$ cat config.mk
export PLATFORM = sky130hd
export DESIGN_NAME = adc_seq_ctrl
export DESIGN_NICKNAME = d
export VERILOG_FILES = /design/src/rtl/adc_seq_ctrl.sv
export SDC_FILE = /design/constraint.sdc
export NUM_CORES = 1
export LEC_CHECK = 0
export BUFFER_PORTS_ARGS = -buffer_cell sky130_fd_sc_hd__buf_4
export CAP_MARGIN = 20
export CORE_ASPECT_RATIO = 0.75
export CORE_UTILIZATION = 48
export DETAILED_ROUTE_END_ITERATION = 7
export PLACE_DENSITY = 0.75
export SETUP_SLACK_MARGIN = 0.2
export SYNTH_ARGS = -nofsm -noshare
export SYNTH_HDL_FRONTEND = slang
export SYNTH_SLANG_ARGS = --single-unit
export TNS_END_PERCENT = 1
$ cat constraint.sdc
create_clock -name clk -period 2.1 [get_ports clk]
set_input_delay 0.42 -clock clk [delete_from_list [all_inputs] [get_ports clk]]
set_output_delay 0.42 -clock clk [all_outputs]
set_load 0.005 [all_outputs]
$ cat src/rtl/adc_seq_ctrl.sv
module adc_seq_ctrl #(
  parameter int DIV_W    = 6,
  parameter int SAMC_W   = 5,
  parameter int DATA_W   = 10,
  parameter int NCH      = 4,
  parameter int CONV_TAD = 12,
  parameter int LOCK_TAD = 2,
  localparam int CH_W    = (NCH > 1) ? $clog2(NCH) : 1
) (
  input  logic              clk,
  input  logic              rst_n,
  input  logic              en,
  input  logic              samp_req,
  input  logic [2:0]        src_sel,
  input  logic [SAMC_W-1:0] samp_clks,
  input  logic [DIV_W-1:0]  clk_div,
  input  logic              trig_tmr,
  input  logic              trig_pwm,
  input  logic              trig_ext,
  input  logic [DATA_W-1:0] conv_data,
  output logic [DATA_W-1:0] result,
  output logic              done,
  output logic [CH_W-1:0]   chan
);
  localparam int CV_W = $clog2(CONV_TAD + 1);
  localparam int PC_W = (SAMC_W > CV_W) ? SAMC_W : CV_W;

  typedef enum logic [1:0] {S_IDLE, S_SAMP, S_CONV, S_LOCK} st_t;
  st_t st, st_nx;

  logic [DIV_W-1:0] dcnt;
  logic [PC_W-1:0]  pcnt;
  logic [2:0]       sy1, sy2, sy3;
  logic             trig;

  wire              tick     = (dcnt == clk_div);
  wire [2:0]        rise     = sy2 & ~sy3;
  wire [SAMC_W-1:0] samc_eff = (samp_clks == '0) ? SAMC_W'(1) : samp_clks;
  wire              auto_due = tick && ((pcnt + PC_W'(1)) == PC_W'(samc_eff));
  wire              conv_end = tick && (pcnt == PC_W'(CONV_TAD - 1));
  wire              lock_end = tick && (pcnt == PC_W'(LOCK_TAD - 1));
  wire              active   = (st == S_SAMP) || (st == S_CONV);
  wire              abort    = active && !en;
  wire              fin      = (st == S_CONV) && en && conv_end;
  wire [CH_W-1:0]   chan_nx  = (chan == CH_W'(NCH - 1)) ? '0 : chan + 1'b1;

  always_comb begin
    case (src_sel)
      3'b000:  trig = !samp_req;
      3'b001:  trig = rise[0];
      3'b010:  trig = rise[1];
      3'b011:  trig = rise[2];
      3'b111:  trig = auto_due;
      default: trig = 1'b0;
    endcase
  end

  always_comb begin
    st_nx = st;
    case (st)
      S_IDLE: if (en && samp_req) st_nx = S_SAMP;
      S_SAMP: if (!en) st_nx = S_LOCK; else if (trig) st_nx = S_CONV;
      S_CONV: if (!en) st_nx = S_LOCK; else if (conv_end) st_nx = S_IDLE;
      default: if (lock_end) st_nx = S_IDLE;
    endcase
  end

  always_ff @(posedge clk or negedge rst_n) begin
    if (!rst_n) begin
      st     <= S_IDLE;
      dcnt   <= '0;
      pcnt   <= '0;
      sy1    <= '0;
      sy2    <= '0;
      sy3    <= '0;
      result <= '0;
      done   <= 1'b0;
      chan   <= '0;
    end else begin
      st  <= st_nx;
      sy1 <= {trig_ext, trig_pwm, trig_tmr};
      sy2 <= sy1;
      sy3 <= sy2;
      if (st_nx != st) begin
        dcnt <= '0;
        pcnt <= '0;
      end else if (tick) begin
        dcnt <= '0;
        pcnt <= pcnt + 1'b1;
      end else begin
        dcnt <= dcnt + 1'b1;
      end
      done <= fin;
      if (fin) result <= conv_data;
      if (fin || abort) chan <= chan_nx;
    end
  end
endmodule


==> metrics, run 1 <==
status=complete, but fails checks; violated checks=negative setup slack; Synth Area in Compound Gates=10.6%; Worst Path Buf+Inv=1; Design Power=2.57 mW; H-tree depth=2; setup violators final=12; layout cells sized above 1=46.2%; clk buf depth=2; Synth Warn #=0; clock-pin slew on the worst setup and hold paths=0.08 ns; Synth Area in Adders=5.17%; max-cap violations=0; CTS Root Cell=clkbuf_8; Rows=19; CP delay by family, top=compound AO/OA/AOI/OAI gates; Nets=276; worst skew pair latency=0.30 ns; final wirelength=4720 microns; global-route wire length before repair=7640 microns; Final min period=2.29 ns; Required @ worst endpoint=2.30 ns; Static Leakage=1.21 nW; synthesized area per cell=11.4 sq um; total global routing track utilization=24.0%; clock sinks=35; pwr dens=976 mW/mm^2; simple-gate share of the synthesized area=20.0%; critical path cell sequence=ha_2 > and4bb_1 > a2111oi_4 > a21oi_2 > a311oi_2 > a31oi_2 > buf_6 > nor4_2; crit path max-delay cell type=dfrtp_1; mux share of post-synthesis cell area=7.49%; DRC Markers=0; full die area=0.00430 sq mm; Final WS setup=-0.188 ns; pin count of the biggest net entering global routing=36; Synthesized Nets=209; Achievable Freq=0.437 GHz; vias in the first global route=1,693; CP Launch Type=flip-flop; Final Hold Viols=0; Die Width=75.4 microns; Overflow after GRT=0; Post-synth EDFFs=0; kind of critical path=flip-flop to flip-flop; ys async rst share=100%; Max stage delay on crit path=0.43 ns; CP Capture Type=flip-flop; Antenna diodes=0; I/O Buffers=43; DR pass1 iterations=4; most common flop cell mapped by yosys=dfrtp_1; antenna viol nets, final=0; antenna violations before repair=0; FF+latch area=876 sq um; crit-path max FO=6; RSZ-0062 raised after global routing=true; TritonCTS buffer count=5; Clock Skew=0.00708 ns; CTS tree=done; area of the multi-input gates=0.00108 sq mm; register bit total from synthesis=35; chip height=57.0 microns; Area Growth Syn to Fin=36.0%; routability cong.=0.876; I/O Pins=44; Max-Slew Margin vs Limit=69.4%; Netlist Area Pre-Place=0.00194 sq mm; main combinational cell family by area after synthesis=simple AND/OR/NAND/NOR gates; core box area=0.00376 sq mm; CP arrival=2.48 ns; Tcrit/Tclk final=109%; distinct cell type count after synthesis=45; Peak supply drop=0.548 mV; Max Slew Vio Count=0; Slew @ Worst Pin=0.456 ns; worst slack, placed=-0.106 ns; Starting Density=51.6%; worst hold path class=input pin to async pin; Initial DRC Count=97; sequential share of the synthesized area=45.2%; Synth Area in XOR/XNOR=8.59%; vias per cell=5.60; Vias=1,623; Gate Count Post-Synth=170; Final HPWL DP=3320 microns; fillers=282; average wire per standard cell=16.3 microns
stage by stage:
step                util [%]  hold slack, ns  TNS, ns  cells  instance area [sq um]
floorplan                  -           0.124        0    170                   1940
global placement        64.5           0.335  -0.0104    276                   2420
detailed placement      64.5           0.341   -0.961    276                   2420
CTS                     69.1          0.0787   -0.848    287                   2590
global route            70.1          0.0898    -3.06    290                   2630
finish                  70.1          0.0645    -1.63    290                   2630
placed cells by master (no fill, tap or decap), types with 4 or more instances in the layout:
| cell | n |
|---|---|
| a21o_1 | 4 |
| buf_4 | 63 |
| clkbuf_8 | 5 |
| dfrtp_1 | 35 |
| ha_1 | 6 |
| inv_1 | 6 |
| mux2_2 | 12 |
| nand2_1 | 7 |
| nand3_1 | 5 |
| nor2_1 | 10 |
| nor3_2 | 6 |
| nor4_2 | 4 |
| xnor2_1 | 13 |
| xor2_1 | 6 |
registers in the layout (all words and copies together) (netlist names):
| register | cells |
|---|---|
| sy2 | 3 |
| done | 1 |
| sy3 | 3 |
| sy1 | 3 |
| st | 2 |
| result | 10 |
| chan | 2 |
| pcnt | 5 |
| dcnt | 6 |
timing repair:
action / 4_1_cts / 5_1_grt
resized for setup: 12 / 2
setup endpoints to repair: 22 / 25
cloned: 1 / 0
hold buffers: 0 / 0
setup buffers: 2 / 3
pin swaps: 12 / 4
cells in the mapped netlist, drive strengths merged, types with 3 or more instances:
master  count  share of area, %
a21o        4               1.6
a21oi       3              0.77
a311oi      3               1.7
buf         5               1.6
dfrtp      35                45
ha          8               5.2
inv         7               1.4
mux2       12               7.0
nand2       7               1.4
nand3       5               1.3
nor2       11               2.1
nor2b       3              0.97
nor3        9               3.6
nor4        8               4.7
o21ai       4               1.0
xnor2      13               5.9
xor2        6               2.7
per-layer routing:
metal  share of wire [%]  track usage (%)  wire [microns]
met2                  49             38.0            2310
met4                 1.9             8.20              91
met3                 5.1             7.95             242
met1                  44             31.1            2080
met5                   0                0               0
power breakdown:
part	switching (mW)	internal [mW]	total [mW]	leakage [nW]
Clock	0.269	0.237	0.506	0.0408
Combinational	0.663	0.565	1.23	0.715
Sequential	0.0822	0.755	0.837	0.457
worst paths after layout:
check / from / to / slack, ns / depth (start not counted)
max: pcnt[0] / dcnt[3] / -0.19 / 8
min reg2reg: sy1[1] / sy2[1] / 0.36 / 0
min: rst_n / sy1[1] / 0.06 / 1
max reg2reg: pcnt[0] / dcnt[3] / -0.19 / 8
min in group clk: trig_pwm / sy1[1] / 0.22 / 1
max in group asynchronous: rst_n / dcnt[1] / 1.72 / 1
worst reg2reg max path, delay by kind of cell (launching register included):
kind,cells,cell delay (ns)
compound gates,4,0.93
simple gates,2,0.44
flops,1,0.43
fa+ha+maj,1,0.22
buf+inv,1,0.18
kinds of logic (layout without fill, tap and decap cells):
logic type | after synthesis | after routing
xor+xnor | 19 | 19
flops | 35 | 35
simple gates | 56 | 56
buf+inv | 12 | 80
mux | 13 | 13
compound gates | 27 | 27
fa+ha+maj | 8 | 8
layout make-up:
class / count / area share, %
multi-input cells: 123 / 40.9
repair buffers: 65 / 18.8
clock buffers: 5 / 2.61
clock inverters: 3 / 0.903
inverters: 7 / 0.998
well taps: 52 / 2.47
flip-flops and latches: 35 / 33.3
Power figures use the tool's default switching activity.
==> run 2: changes to the inputs <==
--- a/config.mk
+++ b/config.mk
@@ -5,6 +5,7 @@
 export SDC_FILE = /design/constraint.sdc
 export NUM_CORES = 1
 export LEC_CHECK = 0
+export ABC_AREA = 1
 export BUFFER_PORTS_ARGS = -buffer_cell sky130_fd_sc_hd__buf_4
 export CAP_MARGIN = 20
 export CORE_ASPECT_RATIO = 0.75
==> metrics, run 2 <==
worst hold path class=input pin to async pin; Starting Density=51.9%; Static Leakage=1.43 nW; Util after Layout=69.7%; routability cong.=0.888; CP Launch Point=pcnt[0]; Tcrit/Tclk final=103%; Slew @ Worst Pin=0.442 ns; Overflow after GRT=0; clock-pin slew on the worst setup and hold paths=0.07 ns; top cells by area, synth=dfrtp_1 45%, nand2_1 20%, inv_1 6.1%; CP Launch Type=flip-flop; fillers=297; synthesized area per cell=7.40 sq um; DR pass1 iterations=4; vias in the first global route=1,636; global-route wire length before repair=6840 microns; worst skew pair latency=0.29 ns; CTS Root Cell=clkbuf_8; crit-path max FO=5; register with the most flip-flops=result; Post-synth EDFFs=0; Nets=360; CP Capture Type=flip-flop; max-cap violations=0; clock sinks=35; kind of critical path=flip-flop to flip-flop; count leader, synth=nand2_1; most common flop cell mapped by yosys=dfrtp_1; Area Growth Syn to Fin=34.3%; Hold WS=0.0706 ns; Antenna diodes=0; final wirelength=4390 microns; Vias=1,799; violated checks=negative setup slack; most frequent cells in the layout=98 x nand2_1, 52 x buf_4, 34 x dfrtp_1; Die Width=75.8 microns; clk buf depth=2; distinct cell type count after synthesis=27; Synth Warn #=0; I/O Buffers=43; pwr dens=967 mW/mm^2; CP most frequent cell=nand2_2; average wire per standard cell=11.7 microns; share of the synthesized area in the top cell type=44.6%; Final Hold Viols=0; Achievable Freq=0.461 GHz; I/O Pins=44; crit path max-delay cell type=dfrtp_2; Max-Slew Margin vs Limit=70.5%; RSZ-0062 raised after global routing=true; H-tree depth=2; Clock Skew=0.00845 ns; Design Power=2.55 mW; Synth area leader=dfrtp_1; Setup TNS=-0.328 ns; Gate Count Post-Synth=265; antenna viol nets, final=0; TritonCTS buffer count=5; layout cells sized above 1=31.4%; setup violators final=11; Required @ worst endpoint=2.32 ns; Worst R2R Start=pcnt[0]; DRC Markers=0; CTS tree=done; max reg flops=10; Rows=19; top flop regs=result x10, dcnt x6, pcnt x5; Final HPWL DP=2970 microns; Peak supply drop=0.746 mV; full die area=0.00435 sq mm; critical path cell sequence=buf_4 > buf_4 > nand3_1 > nand2_1 > and2_1 > nor2_1 > nor2_1 > nand2_1 > nand3_1 > nand2_1 > nand2_2 > nand2_2 > nand2_2 > nand2_2 > nand3_4 > clkbuf_16 > nor2_2; Final min period=2.17 ns; CP arrival=2.39 ns; chip height=57.4 microns; Initial DRC Count=131; pin count of the biggest net entering global routing=36; Max stage delay on crit path=0.45 ns; antenna violations before repair=0; Final WS setup=-0.0675 ns; commonest non-fill, non-tap cell in the layout=nand2_1; status=complete, but fails checks; Synthesized Nets=304; synth cell count leaders=105 x nand2_1, 35 x dfrtp_1, 32 x inv_1, 22 x nand3_1, 15 x nor2_1; core box area=0.00378 sq mm; ys async rst share=100%; vias per cell=4.81; Max Slew Vio Count=0; sequential share of the synthesized area=44.6%; total global routing track utilization=21.2%; register bit total from synthesis=35; Netlist Area Pre-Place=0.00196 sq mm
run 2: kinds of logic (layout without fill, tap and decap cells):
group | count (synthesis) | in the layout | share of synthesized area, %
AO/OA/AOI/OAI | 10 | 10 | 2.93
adder cells (fa/ha/maj) | 8 | 8 | 5.10
buffers and inverters | 42 | 99 | 8.61
flip-flops | 35 | 35 | 44.6
AND/OR/NAND/NOR | 168 | 168 | 37.7
XOR/XNOR | 1 | 1 | 0.447
multiplexers | 1 | 1 | 0.574
run 2: layout make-up:
| type | instances | area [sq um] | area share [%] |
|---|---|---|---|
| timing repair buffer | 54 | 435 | 16.5 |
| tap | 52 | 65.1 | 2.47 |
| clock buffer | 6 | 82.6 | 3.13 |
| inverter | 37 | 144 | 5.46 |
| multi-input combinational | 188 | 996 | 37.8 |
| clock inverter | 2 | 35.0 | 1.33 |
| sequential | 35 | 877 | 33.3 |
run 2: per-stage QoR:
step	worst slack, ns	instance area (sq um)	std cells
2_1_floorplan	0.212	1970	265
3_3_place_gp	0.00250	2400	363
3_5_place_dp	-0.0221	2400	363
4_1_cts	-0.0362	2540	373
5_1_grt	-0.219	2640	374
6_report	-0.0675	2640	374
run 2: power breakdown:
part	leakage [nW]	total, mW	switching [mW]	internal, mW
combinational	0.910	1.09	0.565	0.526
sequential	0.456	0.831	0.0824	0.748
clock	0.0612	0.628	0.244	0.384
run 2: what timing repair did:
item                       4_1_cts  5_1_grt
hold buffers                     0        0
setup endpoints to repair       12       25
pin swaps                        0        7
setup buffers                    2        0
gates resized for setup          2       17
gates cloned                     0        1
run 2: worst max-delay path, delay by kind of cell (launching register included):
kind	cells	cell delay [ns]
buf+inv	3	0.46
flops	1	0.45
simple gates	14	1.18
run 2: per-layer routing:
| metal | up-vias | GRT usage [%] | wire length (microns) |
|---|---|---|---|
| met2 | 58 | 33.0 | 2010 |
| li1 | 934 | - | - |
| met5 | - | 0 | 0 |
| met3 | 0 | 6.18 | 248 |
| met4 | 0 | 6.35 | 0 |
| met1 | 807 | 28.7 | 2120 |
run 2: final timing paths:
check	endpoint	slack [ns]	depth (start not counted)
setup / recovery	dcnt[4]	-0.07	17
hold / removal	pcnt[4]	0.07	1
setup reg to reg	dcnt[4]	-0.07	17
hold reg to reg	sy2[0]	0.35	0
max in group asynchronous	pcnt[0]	1.70	1
min in group clk	sy1[2]	0.24	1
==> run 3: changes to the inputs <==
--- a/config.mk
+++ b/config.mk
@@ -9,9 +9,9 @@
 export BUFFER_PORTS_ARGS = -buffer_cell sky130_fd_sc_hd__buf_4
 export CAP_MARGIN = 20
 export CORE_ASPECT_RATIO = 0.75
-export CORE_UTILIZATION = 48
+export CORE_UTILIZATION = 45
 export DETAILED_ROUTE_END_ITERATION = 7
-export PLACE_DENSITY = 0.75
+export PLACE_DENSITY = 0.71
 export SETUP_SLACK_MARGIN = 0.2
 export SYNTH_ARGS = -nofsm -noshare
 export SYNTH_HDL_FRONTEND = slang
==> constraint.sdc (replaced) <==
create_clock -name clk -period 2.1 [get_ports clk]
set_input_delay 0.21 -clock clk [delete_from_list [all_inputs] [get_ports clk]]
set_output_delay 0.21 -clock clk [all_outputs]
set_load 0.005 [all_outputs]
==> metrics, run 3 (same netlist as run 2, synthesis figures left out) <==
Initial DRC Count=64; RSZ-0062 raised after global routing=true; part of the power in the clock network=19.1%; TritonCTS buffer count=5; Max-Slew Margin vs Limit=72.8%; Hold WS=0.0393 ns; Setup TNS=0 ns; antenna viol nets, final=0; crit path max-delay cell type=dfrtp_1; chip height=59.2 microns; Antenna diodes=0; Hold EP=sy1[0]; Worst Path Buf+Inv=2; Final Hold Viols=0; DR pass1 iterations=4; average wire per standard cell=11.1 microns; fillers=365; status=complete, no violations; I/O Buffers=43; top flop regs=result x10, dcnt x6, pcnt x5; switching power=0.880 mW; vias per cell=4.81; Peak supply drop=0.592 mV; Area Growth Syn to Fin=32.3%; kind of critical path=flip-flop to flip-flop; Nets=359; Final min period=2.08 ns; Rows=20; antenna violations before repair=0; critical path cell sequence=inv_2 > ha_4 > nand2_1 > nand2_2 > nand3_2 > nor2_1 > nand2_1 > nor2_1 > nand2_1 > nand3_2 > nand2_2 > nand2_2 > nand2_2 > nand2_2 > nand2_2 > nand3_4 > buf_12 > nor2_2; Worst R2R Start=pcnt[1]; CP most frequent cell=nand2_2; Internal Power=1.57 mW; FF+latch area=877 sq um; commonest non-fill, non-tap cell in the layout=nand2_1; Design Power=2.45 mW; core box area=0.00410 sq mm; Achievable Freq=0.481 GHz; wl on met1=2080 microns; max reg flops=10; Overflow after GRT=0; Max Slew Vio Count=0; CP Launch Type=flip-flop; most frequent cells in the layout=97 x nand2_1, 50 x buf_4, 34 x dfrtp_1; layout cells sized above 1=31.3%; clk buf depth=2; full die area=0.00463 sq mm; total global routing track utilization=20.3%; CP arrival=2.23 ns; max layer used=met4; clock-pin slew on the worst setup and hold paths=0.06 ns; worst hold path class=input pin to flip-flop; I/O Pins=44; Static Leakage=1.42 nW; max-cap violations=0; CTS tree=done; Final HPWL DP=3060 microns; Switching Share=35.9%; met2 routed WL=1810 microns; pwr dens=945 mW/mm^2; r2r endpoint=pcnt[2]; Vias=1,804; setup violators final=0; Slew @ Worst Pin=0.408 ns; CP delay by family, top=simple AND/OR/NAND/NOR gates; Tcrit/Tclk final=99.1%; hold path depth=1; HP Start=trig_tmr; R2R Setup Slk=0.02 ns; crit-path max FO=6; register with the most flip-flops=result; clock sinks=35; Required @ worst endpoint=2.25 ns; routability cong.=0.926; pin count of the biggest net entering global routing=36; worst skew pair latency=0.28 ns; Max stage delay on crit path=0.40 ns; CP Capture Type=flip-flop; final wirelength=4170 microns; Die Width=78.2 microns; Comb pwr share=46.9%; DRC Markers=0; H-tree depth=2; Starting Density=47.8%; DR WL met3=249 microns; vias in the first global route=1,676; Seq pwr share=34.0%; CTS Root Cell=clkbuf_8; global-route wire length before repair=7190 microns; cells on worst reg2reg path=18; Clock Skew=0.00712 ns; area of the multi-input gates=988 sq um
## run 3: power groups by stage
stage | registers (mW) | logic (mW) | clock network, mW
2_1_floorplan | 0.823 | 0.576 | 0
3_3_place_gp | 0.837 | 0.840 | 0
3_5_place_dp | 0.840 | 0.849 | 0
4_1_cts | 0.827 | 1.05 | 0.478
5_1_grt | 0.842 | 1.26 | 0.519
6_report | 0.834 | 1.15 | 0.468
## run 3: worst reg2reg max path: cells and delay by family, from the launching register on
family                     cells  cell delay (ns)
DFF                            1             0.40
and+or+nand+nor               15             1.09
buffers and inverters          2             0.21
adders and majority gates      1             0.27
## run 3: layout make-up
cell class,count,share of cell area [%]
Tap cell,55,2.65
Timing Repair Buffer,53,16.7
Inverter,37,5.40
Clock inverter,1,0.193
Sequential cell,35,33.8
Multi-Input combinational cell,188,38.1
Clock buffer,6,3.18
## run 3: worst max-delay path by stage
stage	cells past startpoint	slack, ns	from	end
6_report	18	0.02	pcnt[1]	pcnt[2]
5_1_grt	14	-0.12	pcnt[0]	pcnt[0]
4_1_cts	18	0.08	pcnt[1]	pcnt[0]
3_5_place_dp	18	0.02	pcnt[0]	pcnt[0]
3_3_place_gp	18	0.07	pcnt[0]	pcnt[0]
2_1_floorplan	18	0.21	pcnt[0]	pcnt[2]
## run 3: through the flow
step                      utilization [%]  setup slack, ns  instances  cell area [sq um]
after floorplan                         -            0.212        265               1970
final                                63.2           0.0197        375               2590
after CTS                            62.1           0.0775        374               2550
after detailed placement             58.1           0.0182        363               2380
after global routing                 63.2           -0.116        375               2590
after global placement               58.1           0.0677        363               2380
## run 3: what timing repair did
| action | 4_1_cts | 5_1_grt |
|---|---|---|
| hold endpoints to repair | 35 | 0 |
| hold buffers | 1 | 0 |
| setup buffers | 2 | 1 |
| setup endpoints to repair | 12 | 25 |
| resized for setup | 7 | 13 |
| gates cloned | 1 | 0 |
| pin swaps | 2 | 7 |
## run 3: layer usage
metal	vias up	track usage (%)
met2	66	31.2
met4	0	6.35
met3	4	4.92
met1	810	28.4
met5	-	0
li1	924	-
